<file path="config.mk">
export PLATFORM = sky130hd
export DESIGN_NAME = pic_poll_ctrl
export DESIGN_NICKNAME = d
export VERILOG_FILES = /design/src/rtl/pic_pkg.sv /design/src/rtl/pic_cmd_dec.sv /design/src/rtl/pic_prio_res.sv /design/src/rtl/pic_poll_ctrl.sv
export SDC_FILE = /design/constraint.sdc
export NUM_CORES = 1
export LEC_CHECK = 0
export ABC_AREA = 1
export BUFFER_PORTS_ARGS = -buffer_cell sky130_fd_sc_hd__buf_2
export CAP_MARGIN = 25
export CELL_PAD_IN_SITES_DETAIL_PLACEMENT = 0
export CELL_PAD_IN_SITES_GLOBAL_PLACEMENT = 1
export CORE_MARGIN = 2
export CORE_UTILIZATION = 45
export DETAILED_ROUTE_END_ITERATION = 7
export PLACE_DENSITY_LB_ADDON = 0.1
export SYNTH_ARGS = -nofsm -noshare
export SYNTH_HDL_FRONTEND = slang
export SYNTH_HIERARCHICAL = 1
export SYNTH_SLANG_ARGS = --single-unit
</file>
<file path="constraint.sdc">
create_clock -name clk_i -period 13.7 [get_ports clk_i]
set_clock_uncertainty 0.05 [all_clocks]
set_input_delay 4.11 -clock clk_i [delete_from_list [all_inputs] [get_ports clk_i]]
set_output_delay 4.11 -clock clk_i [all_outputs]
set_load 0.01 [all_outputs]
</file>
<file path="src/rtl/pic_pkg.sv">
package pic_pkg;

  typedef enum logic [2:0] {
    OP2_NOP0     = 3'b000,
    OP2_EOI_NS   = 3'b001,
    OP2_NOP2     = 3'b010,
    OP2_EOI_SP   = 3'b011,
    OP2_NOP4     = 3'b100,
    OP2_ROT_NS   = 3'b101,
    OP2_SET_PRIO = 3'b110,
    OP2_ROT_SP   = 3'b111
  } ocw2_op_e;

  typedef struct packed {
    logic init;
    logic icw2;
    logic mask_ld;
    logic eoi_ns;
    logic eoi_sp;
    logic rot;
    logic set_prio;
    logic poll;
    logic sel_ld;
    logic sel_isr;
    logic smm_ld;
    logic smm_val;
  } pic_cmd_t;

endpackage

</file>
<file path="src/rtl/pic_cmd_dec.sv">
module pic_cmd_dec
  import pic_pkg::*;
#(
  parameter int unsigned DATA_W = 8
) (
  input  logic              wr_i,
  input  logic              a0_i,
  input  logic [DATA_W-1:0] wdata_i,
  input  logic              init2_i,
  output pic_cmd_t          cmd_o
);

  ocw2_op_e op;
  assign op = ocw2_op_e'(wdata_i[7:5]);

  always_comb begin
    cmd_o = '0;
    if (wr_i) begin
      if (a0_i) begin
        if (init2_i) cmd_o.icw2    = 1'b1;
        else         cmd_o.mask_ld = 1'b1;
      end else if (wdata_i[4]) begin
        cmd_o.init = 1'b1;
      end else if (!wdata_i[3]) begin
        unique case (op)
          OP2_EOI_NS:   cmd_o.eoi_ns = 1'b1;
          OP2_EOI_SP:   cmd_o.eoi_sp = 1'b1;
          OP2_ROT_NS:   begin cmd_o.eoi_ns = 1'b1; cmd_o.rot = 1'b1; end
          OP2_ROT_SP:   begin cmd_o.eoi_sp = 1'b1; cmd_o.rot = 1'b1; end
          OP2_SET_PRIO: cmd_o.set_prio = 1'b1;
          default:      ;
        endcase
      end else begin
        cmd_o.poll    = wdata_i[2];
        cmd_o.sel_ld  = !wdata_i[2] && wdata_i[1];
        cmd_o.sel_isr = wdata_i[0];
        cmd_o.smm_ld  = wdata_i[6];
        cmd_o.smm_val = wdata_i[5];
      end
    end
  end

endmodule

</file>
<file path="src/rtl/pic_prio_res.sv">
module pic_prio_res #(
  parameter  int unsigned NUM_IRQ = 8,
  localparam int unsigned LW      = $clog2(NUM_IRQ)
) (
  input  logic [NUM_IRQ-1:0] vec_i,
  input  logic [LW-1:0]      bot_i,
  output logic               found_o,
  output logic [LW-1:0]      code_o,
  output logic [LW-1:0]      rank_o
);

  logic [LW-1:0] idx;

  // rank 0 is the line right after the bottom line
  always_comb begin
    found_o = 1'b0;
    code_o  = '0;
    rank_o  = '0;
    idx     = '0;
    for (int r = NUM_IRQ - 1; r >= 0; r--) begin
      idx = bot_i + LW'(1) + LW'(r);
      if (vec_i[idx]) begin
        found_o = 1'b1;
        code_o  = idx;
        rank_o  = LW'(r);
      end
    end
  end

endmodule

</file>
<file path="src/rtl/pic_poll_ctrl.sv">
module pic_poll_ctrl
  import pic_pkg::*;
#(
  parameter  int unsigned NUM_IRQ = 8,
  parameter  int unsigned DATA_W  = 8,
  localparam int unsigned LW      = $clog2(NUM_IRQ)
) (
  input  logic               clk_i,
  input  logic               rst_ni,
  input  logic [NUM_IRQ-1:0] irq_req_i,
  input  logic               a0_i,
  input  logic               rd_i,
  input  logic               wr_i,
  input  logic [DATA_W-1:0]  wdata_i,
  output logic [DATA_W-1:0]  rdata_o
);

  logic [NUM_IRQ-1:0] irr_q, irr_d, isr_q, isr_d, imr_q, imr_d;
  logic [LW-1:0]      bot_q, bot_d;
  logic               smm_q, smm_d, sel_isr_q, sel_isr_d;
  logic               poll_q, poll_d, init2_q, init2_d;

  pic_cmd_t           cmd;
  logic [LW-1:0]      lvl;
  logic [NUM_IRQ-1:0] cand;
  logic               req_found, isr_found, poll_hit, take, eoi_en;
  logic [LW-1:0]      req_code, req_rank, isr_code, isr_rank, eoi_line;
  logic [NUM_IRQ-1:0] take_oh, eoi_oh;

  assign lvl = wdata_i[LW-1:0];

  pic_cmd_dec #(.DATA_W(DATA_W)) u_dec (
    .wr_i    (wr_i),
    .a0_i    (a0_i),
    .wdata_i (wdata_i),
    .init2_i (init2_q),
    .cmd_o   (cmd)
  );

  assign cand = irr_q & ~imr_q & (smm_q ? ~isr_q : {NUM_IRQ{1'b1}});

  pic_prio_res #(.NUM_IRQ(NUM_IRQ)) u_req_res (
    .vec_i   (cand),
    .bot_i   (bot_q),
    .found_o (req_found),
    .code_o  (req_code),
    .rank_o  (req_rank)
  );

  pic_prio_res #(.NUM_IRQ(NUM_IRQ)) u_isr_res (
    .vec_i   (isr_q),
    .bot_i   (bot_q),
    .found_o (isr_found),
    .code_o  (isr_code),
    .rank_o  (isr_rank)
  );

  assign poll_hit = req_found && (smm_q || !isr_found || (req_rank < isr_rank));
  assign take     = rd_i && !wr_i && !a0_i && poll_q && poll_hit;
  assign take_oh  = take ? (NUM_IRQ'(1) << req_code) : '0;

  assign eoi_en   = cmd.eoi_sp || (cmd.eoi_ns && isr_found);
  assign eoi_line = cmd.eoi_sp ? lvl : isr_code;
  assign eoi_oh   = eoi_en ? (NUM_IRQ'(1) << eoi_line) : '0;

  always_comb begin
    irr_d     = (irr_q | irq_req_i) & ~take_oh;
    isr_d     = (isr_q & ~eoi_oh) | take_oh;
    imr_d     = cmd.mask_ld ? wdata_i[NUM_IRQ-1:0] : imr_q;
    bot_d     = bot_q;
    smm_d     = cmd.smm_ld ? cmd.smm_val : smm_q;
    sel_isr_d = cmd.sel_ld ? cmd.sel_isr : sel_isr_q;
    poll_d    = poll_q;
    init2_d   = cmd.icw2 ? 1'b0 : init2_q;
    if (rd_i && !a0_i) poll_d = 1'b0;
    if (cmd.poll)      poll_d = 1'b1;
    if (cmd.rot && eoi_en) bot_d = eoi_line;
    if (cmd.set_prio)      bot_d = lvl;
    if (cmd.init) begin
      irr_d     = '0;
      isr_d     = '0;
      imr_d     = '0;
      bot_d     = '1;
      smm_d     = 1'b0;
      sel_isr_d = 1'b0;
      poll_d    = 1'b0;
      init2_d   = 1'b1;
    end
  end

  always_ff @(posedge clk_i or negedge rst_ni) begin
    if (!rst_ni) begin
      irr_q     <= '0;
      isr_q     <= '0;
      imr_q     <= '0;
      bot_q     <= '1;
      smm_q     <= 1'b0;
      sel_isr_q <= 1'b0;
      poll_q    <= 1'b0;
      init2_q   <= 1'b0;
    end else begin
      irr_q     <= irr_d;
      isr_q     <= isr_d;
      imr_q     <= imr_d;
      bot_q     <= bot_d;
      smm_q     <= smm_d;
      sel_isr_q <= sel_isr_d;
      poll_q    <= poll_d;
      init2_q   <= init2_d;
    end
  end

  always_comb begin
    if (a0_i) begin
      rdata_o = DATA_W'(imr_q);
    end else if (poll_q) begin
      rdata_o      = '0;
      rdata_o[7]   = poll_hit;
      rdata_o[LW-1:0] = poll_hit ? req_code : '0;
    end else begin
      rdata_o = sel_isr_q ? DATA_W'(isr_q) : DATA_W'(irr_q);
    end
  end

endmodule

</file>
==> impl_metrics.tcl <==
set metrics [dict create \
    tightest_slew_ps 717 \
    multiInputGateArea_sq_um 2440 \
    synth_ff_type "dfrtp_1" \
    start_kind "input port" \
    layout.nets 717 \
    worstPathMaxFanout 10 \
    drtIter0Drc 240 \
    htree_levels 2 \
    synth_edf_count 0 \
    slowest_delay_ps 410 \
    cts_buffers 5 \
    seq_area_sq_um 779 \
    hold_viol_final 0 \
    slew_viol_final 0 \
    min_period_ps 9400 \
    grt_max_degree 36 \
    synth_top_area_share_pct 27.2 \
    postCtsHoldBufs 0 \
    die_area_sq_um 8950 \
    crit_top_cell "buf_2" \
    overflow 0 \
    ys.warnings.count 6 \
    syn-cell-area_sq_um 3690 \
    dieWidth_um 94.6 \
    clk_pin_slew_ps 70 \
    start_util_pct 45.6 \
    arrival_ps 5240 \
    clkSinkCount 31 \
    ys_types 38 \
    grt_pass1_vias 3652 \
    core-area_sq_um 8090 \
    routedWlPerCell_um 13.1 \
    worstHoldPathType "reg2reg" \
    place_area_sq_um 3860 \
    cts_buffer_depth 2 \
    syn_area_per_cell_sq_um 5.52 \
    root_buffer "clkbuf_8" \
    clk_latency_ps 290 \
    finalSetupViolCount 0 \
    drive_above_1_share_pct 14.6 \
    grt_use_total_pct 24.7 \
    synth_fp_nets 696 \
    gp_congestion 0.880 \
    fin_util_pct 49.1 \
    nFillCells 918 \
    period_share_pct 68.6 \
    diodes 0 \
    grt_antenna_before_repair 0 \
    yosysTopAreaCell "nand2_1" \
    detail_route.vias_per_cell 5.09 \
    num_io_pins 29 \
    max_freq_mhz 106 \
    die_h_um 94.6 \
    drtAntennaViolNets 0 \
    drt_wl_total_um 10500 \
    syn_inst 669 \
    yosys_register_bits 31 \
    firstDrtPassIters 5 \
    drc_errors 0 \
    rsz0062_at_grt "false" \
    cts_tree "built" \
    grt_pass1_wl_um 17500 \
    syn_to_final_growth_pct 7.62 \
    worstPathCellList "buf_2 -> nor2_1 -> o21ai_0 -> o221ai_1 -> buf_2" \
    async_flop_share_pct 100 \
    rows 33 \
    via_count 4048 \
    fin_setup_tns_ps 0 \
    cts_resized 0 \
    status "completed" \
    maxCapViolCount 0 \
    stdcell_area_sq_um 3970 \
    postCtsSetupBuffers 0 \
    slowest_stage "nor2_1" \
    yosysSeqAreaShare_pct 21.1 \
    synthTopCellsByArea "nand2_1 (27%), dfrtp_1 (19%), inv_1 (8.1%)" \
    critPathCaptureType "primary output" \
    io_buffers 28 \
    crit_required_ps 9540 \
    slew_headroom_pct 52.2 \
    dp_hpwl_um 8410 \
    critPathKind "in2out" \
]
## cells in the final DEF, fill, tap and decap left out, types with 3 or more instances in the layout
cell type / synthesis / final
ha_1: 6 / 6
dfstp_2: 3 / 3
a21oi_1: 32 / 32
a22oi_1: 3 / 3
nand3_1: 48 / 48
o22ai_1: 6 / 6
nand2_2: 33 / 33
o21ai_0: 30 / 30
inv_2: 9 / 9
a31oi_1: 3 / 3
nor2_2: 8 / 8
nand2_1: 268 / 268
a211oi_1: 3 / 3
dfrtp_1: 28 / 28
clkbuf_8: 0 / 6
nand4_1: 8 / 8
inv_1: 80 / 80
buf_2: 6 / 28
nor3_1: 4 / 3
nor2_1: 60 / 60
## final timing paths
| check | startpoint | endpoint | cells past startpoint | slack [ps] |
|---|---|---|---|---|
| max | a0_i | rdata_o[7] | 5 | 4300 |
| min | init2_q | init2_q | 2 | 500 |
| max reg2reg | bot_q[0] | irr_q[0] | 21 | 9450 |
| min reg2reg | init2_q | init2_q | 2 | 500 |
| max in group asynchronous | rst_ni | isr_q[2] | 1 | 9320 |
| min in group asynchronous | rst_ni | imr_q[5] | 1 | 3820 |
## metrics by stage
step,hold WS [ps],std cells,setup slack (ps)
global route,526,796,4220
detailed placement,485,788,4320
CTS,503,796,4320
global placement,476,788,4390
finish,503,796,4300
floorplan,454,669,4800
## Yosys cell counts (4+ instances only)
cell       n
buf_2      6
ha_1       6
o22ai_1    6
inv_2      9
inv_1     80
buf_6      4
nor2_1    60
nand3_1   48
nand4_1    8
dfrtp_1   28
nor2_2     8
o21ai_0   30
nand2_1  268
a21oi_1   32
nand2_2   33
nor3_1     4
## flip-flops by register name, summed over array words and instances, names as in the netlist
register,cells
bot_q,3
imr_q,8
init2_q,1
irr_q,8
isr_q,8
poll_q,1
sel_isr_q,1
smm_q,1
## cell families (layout without fill, tap and decap cells)
family | Yosys count | after routing | share of synthesized area, %
buffers and inverters | 108 | 130 | 13.0
AOI/OAI and AO/OA | 85 | 85 | 12.7
DFF | 31 | 31 | 21.1
adders and majority gates | 6 | 6 | 2.03
and+or+nand+nor | 439 | 439 | 51.1
## layer usage
layer / GRT usage (%) / vias up / part of all wire (%)
li1: - / 2136 / -
met1: 33.4 / 1793 / 48
met2: 42.6 / 99 / 47
met3: 2.00 / 20 / 3.5
met4: 6.28 / 0 / 1.8
met5: 0 / - / 0
## worst max-delay path, delay by kind of cell
kind	cells	cell delay (ps)
simple gates	1	410
compound gates	2	360
buf+inv	2	360
## cell type report
type | count | area share [%]
repair buffers | 29 | 3.72
well taps | 105 | 3.31
multi-input cells | 530 | 61.3
inverters | 93 | 9.10
clock buffers | 6 | 2.08
flip-flops and latches | 31 | 19.6
clock inverters | 2 | 0.882
Power is not shown: default switching activity piles up to over one toggle a cycle in this logic, so the estimate is an artifact.
